**src/rtl/ptw_pkg.sv**
```systemverilog
package ptw_pkg;
  localparam int PTE_PRESENT  = 0;
  localparam int PTE_WRITABLE = 1;
  localparam int PTE_USER     = 2;
  localparam int PTE_ACCESSED = 5;
  localparam int PTE_DIRTY    = 6;
  localparam int PTE_VALID    = 11;

  typedef enum logic [1:0] {
    FLT_NONE    = 2'd0,
    FLT_INVALID = 2'd1,
    FLT_ABSENT  = 2'd2,
    FLT_PROT    = 2'd3
  } fault_e;

  typedef enum logic [2:0] {
    ST_IDLE,
    ST_FETCH,
    ST_WAIT,
    ST_CHECK,
    ST_WBACK,
    ST_RESP
  } walk_state_e;
endpackage

```
**src/rtl/ptw_addr_gen.sv**
```systemverilog
module ptw_addr_gen #(
  parameter int ADDR_W = 32,
  parameter int PAGE_W = 12,
  parameter int PTE_W  = 32
) (
  input  logic [ADDR_W-1:0] base,
  input  logic [ADDR_W-1:0] va_in,
  input  logic [ADDR_W-1:0] va_held,
  input  logic [PTE_W-1:0]  entry,
  output logic [ADDR_W-1:0] entry_addr,
  output logic [PTE_W-1:0]  phys_addr
);
  localparam int VPN_W     = ADDR_W - PAGE_W;
  localparam int ENT_SHIFT = $clog2(PTE_W / 8);
  localparam int FRAME_W   = PTE_W - PAGE_W;

  logic [VPN_W-1:0]  vpn;
  logic [ADDR_W-1:0] scaled;

  always_comb begin
    vpn        = va_in[ADDR_W-1:PAGE_W];
    scaled     = ADDR_W'({vpn, {ENT_SHIFT{1'b0}}});
    entry_addr = base + scaled;
  end

  logic [FRAME_W-1:0] frame;
  always_comb begin
    frame     = entry[PTE_W-1:PAGE_W];
    phys_addr = {frame, va_held[PAGE_W-1:0]};
  end
endmodule

```
**src/rtl/ptw_pte_eval.sv**
```systemverilog
module ptw_pte_eval
  import ptw_pkg::*;
#(
  parameter int PTE_W = 32
) (
  input  logic [PTE_W-1:0] entry,
  input  logic             is_write,
  input  logic             is_user,
  output fault_e           fault,
  output logic [PTE_W-1:0] entry_upd,
  output logic             need_wb
);
  always_comb begin
    if (!entry[PTE_VALID]) begin
      fault = FLT_INVALID;
    end else if (!entry[PTE_PRESENT]) begin
      fault = FLT_ABSENT;
    end else if ((is_write && !entry[PTE_WRITABLE]) ||
                 (is_user && !entry[PTE_USER])) begin
      fault = FLT_PROT;
    end else begin
      fault = FLT_NONE;
    end
  end

  always_comb begin
    entry_upd = entry;
    entry_upd[PTE_ACCESSED] = 1'b1;
    if (is_write) entry_upd[PTE_DIRTY] = 1'b1;
    need_wb = (fault == FLT_NONE) && (entry_upd != entry);
  end
endmodule

```
**src/rtl/ptw_ctrl.sv**
```systemverilog
module ptw_ctrl
  import ptw_pkg::*;
#(
  parameter int ADDR_W = 32,
  parameter int PTE_W  = 32
) (
  input  logic              clk,
  input  logic              rst_n,
  input  logic              req_valid,
  output logic              req_ready,
  input  logic [ADDR_W-1:0] req_vaddr,
  input  logic              req_write,
  input  logic              req_user,
  input  logic [ADDR_W-1:0] ent_addr_in,
  output logic [ADDR_W-1:0] va_q,
  output logic              wr_q,
  output logic              usr_q,
  output logic [PTE_W-1:0]  pte_q,
  input  fault_e            chk_fault,
  input  logic [PTE_W-1:0]  chk_upd,
  input  logic              chk_wb,
  input  logic [PTE_W-1:0]  chk_pa,
  output logic              rsp_valid,
  input  logic              rsp_ready,
  output logic [PTE_W-1:0]  rsp_paddr,
  output logic [1:0]        rsp_fault,
  output logic              mem_req_valid,
  input  logic              mem_req_ready,
  output logic              mem_req_we,
  output logic [ADDR_W-1:0] mem_req_addr,
  output logic [PTE_W-1:0]  mem_req_wdata,
  input  logic              mem_rsp_valid,
  output logic              mem_rsp_ready,
  input  logic [PTE_W-1:0]  mem_rsp_rdata
);
  walk_state_e       state, state_nx;
  logic [ADDR_W-1:0] ea_q;
  logic [PTE_W-1:0]  pa_q;
  fault_e            flt_q;

  always_comb begin
    state_nx = state;
    unique case (state)
      ST_IDLE:  if (req_valid)     state_nx = ST_FETCH;
      ST_FETCH: if (mem_req_ready) state_nx = ST_WAIT;
      ST_WAIT:  if (mem_rsp_valid) state_nx = ST_CHECK;
      ST_CHECK: state_nx = chk_wb ? ST_WBACK : ST_RESP;
      ST_WBACK: if (mem_req_ready) state_nx = ST_RESP;
      ST_RESP:  if (rsp_ready)     state_nx = ST_IDLE;
      default:  state_nx = ST_IDLE;
    endcase
  end

  always_ff @(posedge clk) begin
    if (!rst_n) begin
      state <= ST_IDLE;
      va_q  <= '0;
      wr_q  <= 1'b0;
      usr_q <= 1'b0;
      ea_q  <= '0;
      pte_q <= '0;
      pa_q  <= '0;
      flt_q <= FLT_NONE;
    end else begin
      state <= state_nx;
      case (state)
        ST_IDLE: if (req_valid) begin
          va_q  <= req_vaddr;
          wr_q  <= req_write;
          usr_q <= req_user;
          ea_q  <= ent_addr_in;
        end
        ST_WAIT: if (mem_rsp_valid) pte_q <= mem_rsp_rdata;
        ST_CHECK: begin
          flt_q <= chk_fault;
          pa_q  <= (chk_fault == FLT_NONE) ? chk_pa : '0;
          pte_q <= chk_upd;
        end
        default: ;
      endcase
    end
  end

  always_comb begin
    req_ready     = (state == ST_IDLE);
    mem_req_valid = (state == ST_FETCH) || (state == ST_WBACK);
    mem_req_we    = (state == ST_WBACK);
    mem_req_addr  = ea_q;
    mem_req_wdata = (state == ST_WBACK) ? pte_q : '0;
    mem_rsp_ready = (state == ST_WAIT);
    rsp_valid     = (state == ST_RESP);
    rsp_paddr     = pa_q;
    rsp_fault     = flt_q;
  end
endmodule

```
**src/rtl/pt_walker.sv**
```systemverilog
module pt_walker
  import ptw_pkg::*;
#(
  parameter int ADDR_W = 32,
  parameter int PAGE_W = 12,
  parameter int PTE_W  = 32
) (
  input  logic              clk,
  input  logic              rst_n,
  input  logic              req_valid,
  output logic              req_ready,
  input  logic [ADDR_W-1:0] req_vaddr,
  input  logic              req_write,
  input  logic              req_user,
  input  logic [ADDR_W-1:0] pt_base,
  output logic              rsp_valid,
  input  logic              rsp_ready,
  output logic [PTE_W-1:0]  rsp_paddr,
  output logic [1:0]        rsp_fault,
  output logic              mem_req_valid,
  input  logic              mem_req_ready,
  output logic              mem_req_we,
  output logic [ADDR_W-1:0] mem_req_addr,
  output logic [PTE_W-1:0]  mem_req_wdata,
  input  logic              mem_rsp_valid,
  output logic              mem_rsp_ready,
  input  logic [PTE_W-1:0]  mem_rsp_rdata
);
  logic [ADDR_W-1:0] ent_addr, va_q;
  logic              wr_q, usr_q;
  logic [PTE_W-1:0]  pte_q, pa, upd;
  fault_e            flt;
  logic              wb;

  ptw_addr_gen #(.ADDR_W(ADDR_W), .PAGE_W(PAGE_W), .PTE_W(PTE_W)) u_addr (
    .base(pt_base), .va_in(req_vaddr), .va_held(va_q), .entry(pte_q),
    .entry_addr(ent_addr), .phys_addr(pa)
  );

  ptw_pte_eval #(.PTE_W(PTE_W)) u_eval (
    .entry(pte_q), .is_write(wr_q), .is_user(usr_q),
    .fault(flt), .entry_upd(upd), .need_wb(wb)
  );

  ptw_ctrl #(.ADDR_W(ADDR_W), .PTE_W(PTE_W)) u_ctrl (
    .clk(clk), .rst_n(rst_n),
    .req_valid(req_valid), .req_ready(req_ready), .req_vaddr(req_vaddr),
    .req_write(req_write), .req_user(req_user), .ent_addr_in(ent_addr),
    .va_q(va_q), .wr_q(wr_q), .usr_q(usr_q), .pte_q(pte_q),
    .chk_fault(flt), .chk_upd(upd), .chk_wb(wb), .chk_pa(pa),
    .rsp_valid(rsp_valid), .rsp_ready(rsp_ready), .rsp_paddr(rsp_paddr),
    .rsp_fault(rsp_fault),
    .mem_req_valid(mem_req_valid), .mem_req_ready(mem_req_ready),
    .mem_req_we(mem_req_we), .mem_req_addr(mem_req_addr),
    .mem_req_wdata(mem_req_wdata), .mem_rsp_valid(mem_rsp_valid),
    .mem_rsp_ready(mem_rsp_ready), .mem_rsp_rdata(mem_rsp_rdata)
  );
endmodule

```
**config.mk**
```make
export PLATFORM = sky130hd
export DESIGN_NAME = pt_walker
export DESIGN_NICKNAME = d
export VERILOG_FILES = /design/src/rtl/ptw_pkg.sv /design/src/rtl/ptw_addr_gen.sv /design/src/rtl/ptw_pte_eval.sv /design/src/rtl/ptw_ctrl.sv /design/src/rtl/pt_walker.sv
export SDC_FILE = /design/constraint.sdc
export NUM_CORES = 1
export LEC_CHECK = 0
export ABC_AREA = 1
export BUFFER_PORTS_ARGS = -buffer_cell sky130_fd_sc_hd__buf_4
export CAP_MARGIN = 20
export CORE_MARGIN = 2
export CORE_UTILIZATION = 30
export DETAILED_ROUTE_END_ITERATION = 10
export PLACE_DENSITY = 0.63
export SLEW_MARGIN = 15
export SYNTH_ARGS = -nofsm -noshare
export SYNTH_HDL_FRONTEND = slang
export SYNTH_SLANG_ARGS = --single-unit
```
**constraint.sdc**
```tcl
create_clock -name clk -period 2.2 [get_ports clk]
set_input_delay 0.44 -clock clk [delete_from_list [all_inputs] [get_ports clk]]
set_output_delay 0.44 -clock clk [all_outputs]
set_load 0.02 [all_outputs]
```
==> results of run 1 <==
==> through the flow <==
| stage | instance area (um^2) | power, mW | hold WS, ns | std cells |
|---|---|---|---|---|
| floorplan | 6270 | 4.42 | 0.430 | 970 |
| global placement | 8200 | 5.56 | 0.443 | 1432 |
| detailed placement | 8200 | 5.59 | 0.448 | 1432 |
| CTS | 8830 | 8.63 | 0.234 | 1464 |
| global route | 8830 | 9.07 | 0.240 | 1464 |
| finish | 8830 | 8.54 | 0.253 | 1464 |
==> cell usage in the layout, fill, tap and decap left out, types with 17 or more instances in the layout <==
master	synthesis	layout
nand3_1	44	44
a211oi_1	30	30
nor2_1	146	146
a21oi_1	59	59
o21ai_0	44	44
ha_1	20	20
inv_1	153	153
nand2_1	257	257
buf_4	0	224
dfxtp_1	115	115
clkbuf_16	0	17
==> flip-flops by register name, indices dropped and copies added, names as in the netlist <==
signal               count
u_ctrl.rsp_paddr        32
u_ctrl.rsp_fault         2
u_ctrl.mem_req_addr     32
u_ctrl.usr_q             1
u_ctrl.state             3
u_ctrl.wr_q              1
u_ctrl.va_q             12
u_ctrl.pte_q            32
==> layout make-up <==
type	count	area share
multi-input combinational	663	0.364
sequential	115	0.261
timing repair buffer	228	0.200
inverter	156	0.0663
clock buffer	18	0.0486
tap	270	0.0383
clock inverter	14	0.0228
==> tightest hold or removal path: cells and delay by family <==
kind / cells / cell delay, ns
buffers and inverters: 1 / 0.08
AND/OR/NAND/NOR: 2 / 0.11
==> synth_stat cells, types with 6 or more instances <==
cell type,n,area share
o21bai_1,12,0.014
nand4_1,8,0.0080
nand2_1,257,0.15
o21a_1,14,0.017
nor3_1,6,0.0048
dfxtp_1,115,0.37
xor2_1,11,0.015
a211oi_1,30,0.036
nand3_1,44,0.035
o21ai_0,44,0.035
inv_1,153,0.092
a21oi_1,59,0.047
buf_2,12,0.0096
ha_1,20,0.040
clkbuf_1,21,0.013
nor2_1,146,0.087
==> report_power, final <==
group          switching (mW)  leakage [nW]  internal [mW]
logic                    1.72          3.17           1.10
registers               0.232         0.937           2.49
clock network            1.08         0.307           1.91
total                    3.04          4.41           5.50
==> cells by family (layout without fill, tap and decap cells) <==
kind of cell,Yosys count,in the layout
and+or+nand+nor,469,469
xor gates and xnor gates,11,11
AOI/OAI and AO/OA,162,162
DFF,115,115
buffers and inverters,192,416
adders and majority gates,21,21
==> metal layers <==
metal / GRT usage / part of all wire / wire length [um]
met1: 0.225 / 0.45 / 8860
met2: 0.302 / 0.46 / 9200
met3: 0.0525 / 0.081 / 1600
met4: 0.0357 / 0.0075 / 148
met5: 0 / 0 / 0
==> how the worst max path moves through the flow <==
stage	from	cells after the start	slack (ns)	end
after floorplan	req_vaddr[12]	11	0.24	u_ctrl.mem_req_addr[18]
after global placement	req_vaddr[12]	13	0.04	u_ctrl.mem_req_addr[22]
after detailed placement	req_vaddr[12]	13	0.03	u_ctrl.mem_req_addr[22]
after CTS	u_ctrl.state[0]	5	0.12	mem_req_wdata[0]
after global routing	u_ctrl.state[1]	5	0.05	mem_req_wdata[0]
final	u_ctrl.state[1]	5	0.15	mem_req_wdata[0]
==> flow_summary.toml, run 1 <==
[route]
viasPerCell = 4.55
totalWireLength_mm = 19.8
drtAntennaViolNets = 0
dr.pass1.iters = 4
first_iter_violations = 302
wire_per_inst_um = 13.5
vias = 6660
drc_errors = 0

[setup_path]
r2r_cells = 7
worstPathCellList = "nor2_1 -> nand2_1 -> buf_12 -> nor2_1 -> buf_4"
crit_top_cell = "nor2_1"
timing.rr.end = "u_ctrl.mem_req_addr[7]"
regToRegSetupSlack_ns = 0.49
required_ns = 1.76
cp_top_family = "simple AND/OR/NAND/NOR gates"
max_stage_delay_ns = 0.37
crit_path_end_kind = "primary output"
critPathArrivalTime_ns = 1.61
crit_fanout = 34
cpMaxStageDelayCell = "dfxtp_1"
start_kind = "flip-flop"
crit_type = "reg -> out"
path_buf_inv = 2
r2r-start = "u_ctrl.state[1]"

[clock_tree]
numCtsBuffers = 17
h-tree-depth = 4
tritoncts = "done"
clockBufferDepth = 2
clkSinkCount = 115
clockRootBuffer = "clkbuf_16"
clock_latency_ns = 0.41
post_cts_buffers = 0
cts_hold_buf = 0
cts_resized = 0
clkTransAtPathRegs_ns = 0.06

[power]
leakage_nw = 4.41
ir_drop_uv = 410
power_density_nw_per_um2 = 967

[global_route]
grt_pass1_vias = 6145
grt_pass1_wl_mm = 31.3
antenna_found_initial = 0
grt_max_degree = 38
grt_use_total = 0.178
grt-ovfl-total = 0

[placed_design]
gp_congestion = 0.905
numPortBuffers = 206
dp_slack_ns = 0.0307
hpwl_mm = 14.9

[worst_hold_path]
whs_path_depth = 3
min_delay_worst_endpoint = "u_ctrl.va_q[5]"
hold_path_class = "in -> reg"
hold_start = "req_vaddr[5]"

[logic_synthesis]
synth_top_family_by_area = "simple AND/OR/NAND/NOR gates"
synth-xor-area-share = 0.0154
ys_async_sr_fraction = 0
ys_ff_latch = 115
synth_simple_gate_area_frac = 0.300
ys_seq_area_frac = 0.367
netlist_instances = 970
synth-compound-area-share = 0.153
synth_fp_nets = 1095
ys.flop_type = "dfxtp_1"
syn_area_um2 = 6270
synth_edf_count = 0
synth_cell_types = 28
synth-adder-area-share = 0.0431
yosys_warnings = 0
synthMuxAreaShare = 0
synth_area_per_cell_um2 = 6.46

[layout]
fillers = 2140
syn_to_final_growth_pct = 40.9
utilization = 0.434
diodes = 0
drive_above_1_share = 0.224
regArea_um2 = 2300
multi_input_area_um2 = 3210
nNetsFinal = 1306

[floorplanning]
die_w_um = 149
dieHeight_um = 149
die_area_um2 = 22100
core_um2 = 20400
io_pins = 207
start_util = 0.308
num_rows = 52

[sta]
fin_ws_ns = 0.148
period_needed_ns = 2.05
rsz0062_at_grt = "no"
period_share = 0.933
skew_ns = 0.00716
hold_viol = 0
fin_setup_tns_ns = 0
worst_pin_slew_ns = 0.474
max_slew_margin = 0.681
drv_slew = 0
max_freq_ghz = 0.487
setup_viol_count_final = 0

[job]
cap_violations = 0

[outcome]
status = "completed"
No activity file was read; power rests on OpenSTA's default activity.
==> inputs of run 2 (changes only) <==
--- a/config.mk
+++ b/config.mk
@@ -5,13 +5,13 @@
 export SDC_FILE = /design/constraint.sdc
 export NUM_CORES = 1
 export LEC_CHECK = 0
-export ABC_AREA = 1
 export BUFFER_PORTS_ARGS = -buffer_cell sky130_fd_sc_hd__buf_4
 export CAP_MARGIN = 20
 export CORE_MARGIN = 2
 export CORE_UTILIZATION = 30
+export CTS_CLUSTER_DIAMETER = 120
 export DETAILED_ROUTE_END_ITERATION = 10
-export PLACE_DENSITY = 0.63
+export PLACE_DENSITY = 0.64
 export SLEW_MARGIN = 15
 export SYNTH_ARGS = -nofsm -noshare
 export SYNTH_HDL_FRONTEND = slang
==> run 2 against run 1 <==
Against the previous run: sequential power down 17%; global-route usage up 0.061 points; highest routed layer unchanged; clock power decreased by 9.0%; utilization rose by 1.4 points; largest power group unchanged; die area is 9.9% lower; sequential share of layout area up 1.6 points; largest cell class unchanged; clock skew shrank 0.0026 ns.
==> flow_summary.toml, run 2 <==
[outcome]
status = "completed"

[logic_synthesis]
synth_fp_nets = 843
ys.flop_type = "dfxtp_1"
ys_seq_area_frac = 0.409
ys_async_sr_fraction = 0
netlist.area_leader.share = 0.409
synth_most_common_cell = "nand2_1"
netlist_instances = 718
syn_area_um2 = 5630
synth_cell_types = 58
synth_area_per_cell_um2 = 7.84
yosys_warnings = 0
ys_ff_latch = 115
ys_top_cells_by_area = "dfxtp_1, nand2_1, a21oi_1"
synth_top_area_cell = "dfxtp_1"
synth_common_cells = "nand2_1, dfxtp_1, a21oi_1"
synth_edf_count = 0

[clock_tree]
cts_hold_buf = 0
h-tree-depth = 4
clock_latency_ns = 0.41
clockBufferDepth = 2
numCtsBuffers = 17
clockRootBuffer = "clkbuf_16"
clkSinkCount = 115
tritoncts = "done"
clkTransAtPathRegs_ns = 0.06

[sta]
rsz0062_at_grt = "yes"
period_share = 0.958
setup_viol_count_final = 0
drv_slew = 0
hold_viol = 0
max_slew_margin = 0.535
holdWs_ns = 0.273
skew_ns = 0.00454
period_needed_ns = 2.11
worst_pin_slew_ns = 0.697
max_freq_ghz = 0.474

[setup_path]
crit_type = "reg -> out"
cp_top_family = "simple AND/OR/NAND/NOR gates"
crit_path_end_kind = "primary output"
worstPathCellList = "nand2b_2 -> nor2_4 -> buf_12 -> and2_1 -> buf_4"
required_ns = 1.76
start_kind = "flip-flop"
path_buf_inv = 2
crit_fanout = 26
cpMaxStageDelayCell = "dfxtp_1"
max_stage_delay_ns = 0.42
critPathArrivalTime_ns = 1.67

[route]
wire_per_inst_um = 15.0
drtAntennaViolNets = 0
dr.pass1.iters = 4
vias = 5838
viasPerCell = 4.87
first_iter_violations = 266
totalWireLength_mm = 17.9
drc_errors = 0

[layout]
layout_commonest_cell = "buf_4"
utilization = 0.448
final_cell_mix = "buf_4, nand2_1, dfxtp_1"
finalInstanceArea_um2 = 8320
syn_to_final_growth_pct = 47.8
nNetsFinal = 1075
drive_above_1_share = 0.329

[floorplanning]
num_rows = 50
die_area_um2 = 19900
start_util = 0.303
dieHeight_um = 141
io_pins = 207
core_um2 = 18600
die_w_um = 141

[global_route]
grt_use_total = 0.178
grt-ovfl-total = 0
antenna_found_initial = 1
grt_max_degree = 74
grt_pass1_wl_mm = 28.3
grt_pass1_vias = 5545

[placed_design]
gp_congestion = 0.863
numPortBuffers = 206
place_area_um2 = 7710
hpwl_mm = 13.2

[power]
power_density_nw_per_um2 = 736
ir_drop_uv = 465
leakage_nw = 3.59

[worst_hold_path]
hold_path_class = "in -> reg"

[job]
cap_violations = 0
==> run 2: cell types whose count changed after synthesis, moves of 11 or more <==
cell and delta:
and2_1 +32, o21a_1 -13, a21o_1 +15, a211oi_1 -20, o21ai_1 +11, a21oi_1 +49
o21ai_0 -30, nor2_1 -122, a31oi_1 +11, xnor2_1 +17, clkbuf_1 +18, nand2_1 -96
inv_1 -145
==> run 2: report_power, final <==
| part | switching, mW | internal, mW |
|---|---|---|
| Combinational | 0.604 | 0.541 |
| Sequential | 0.0640 | 2.19 |
| Clock | 1.01 | 1.72 |
==> run 2: logic make-up after synthesis <==
family	after synthesis	synth area share
compound gates	200	0.212
xor+xnor	21	0.0327
fa+ha+maj	21	0.0480
buf+inv	61	0.0489
flops	115	0.409
mux	2	0.00356
simple gates	298	0.246
==> run 2: stage by stage <==
step           worst slack, ns  instances  TNS (ns)  total power [mW]
4_1_cts                 0.0431       1196         0              6.19
6_report                0.0922       1198         0              6.13
5_1_grt               -0.00866       1197  -0.00866              6.40
2_1_floorplan          -0.0533        718    -0.191              2.92
3_5_place_dp            -0.333       1164     -4.71              3.44
3_3_place_gp            -0.295       1164     -3.78              3.43
==> run 2: timing repair <==
item	CTS	global route
setup endpoints to repair	22	13
resized for setup	2	1
setup buffers	0	1
pin swaps	0	1
gates cloned	0	0
==> run 2: final timing paths <==
| check | depth (start not counted) | startpoint | endpoint | slack, ns |
|---|---|---|---|---|
| max | 5 | u_ctrl.state[2] | mem_req_wdata[0] | 0.09 |
| min | 3 | req_vaddr[10] | u_ctrl.va_q[10] | 0.27 |
| max reg2reg | 5 | u_ctrl.state[0] | u_ctrl.mem_req_addr[8] | 0.47 |
| min reg2reg | 2 | u_ctrl.pte_q[7] | u_ctrl.pte_q[7] | 0.45 |
==> run 2: metal layers <==
metal | track usage | vias to the layer above | wire length, um
li1 | - | 2936 | -
met1 | 0.211 | 2709 | 7650
met2 | 0.305 | 178 | 8650
met3 | 0.0696 | 15 | 1470
met4 | 0.0426 | 0 | 172
met5 | 0 | - | 0
==> run 2: tightest hold or removal path, cell delays in order <==
cell	delay, ns
buf_4	0.11
nand2_1	0.05
a21oi_1	0.05
==> run 2: layout make-up <==
type	count	area (um^2)
diodes	1	2.50
clock buffers	20	457
inverters	9	35.0
clock inverters	12	133
repair buffers	265	2010
multi-input cells	542	3080
flip-flops and latches	115	2300
well taps	234	293
fillers	1884	10300
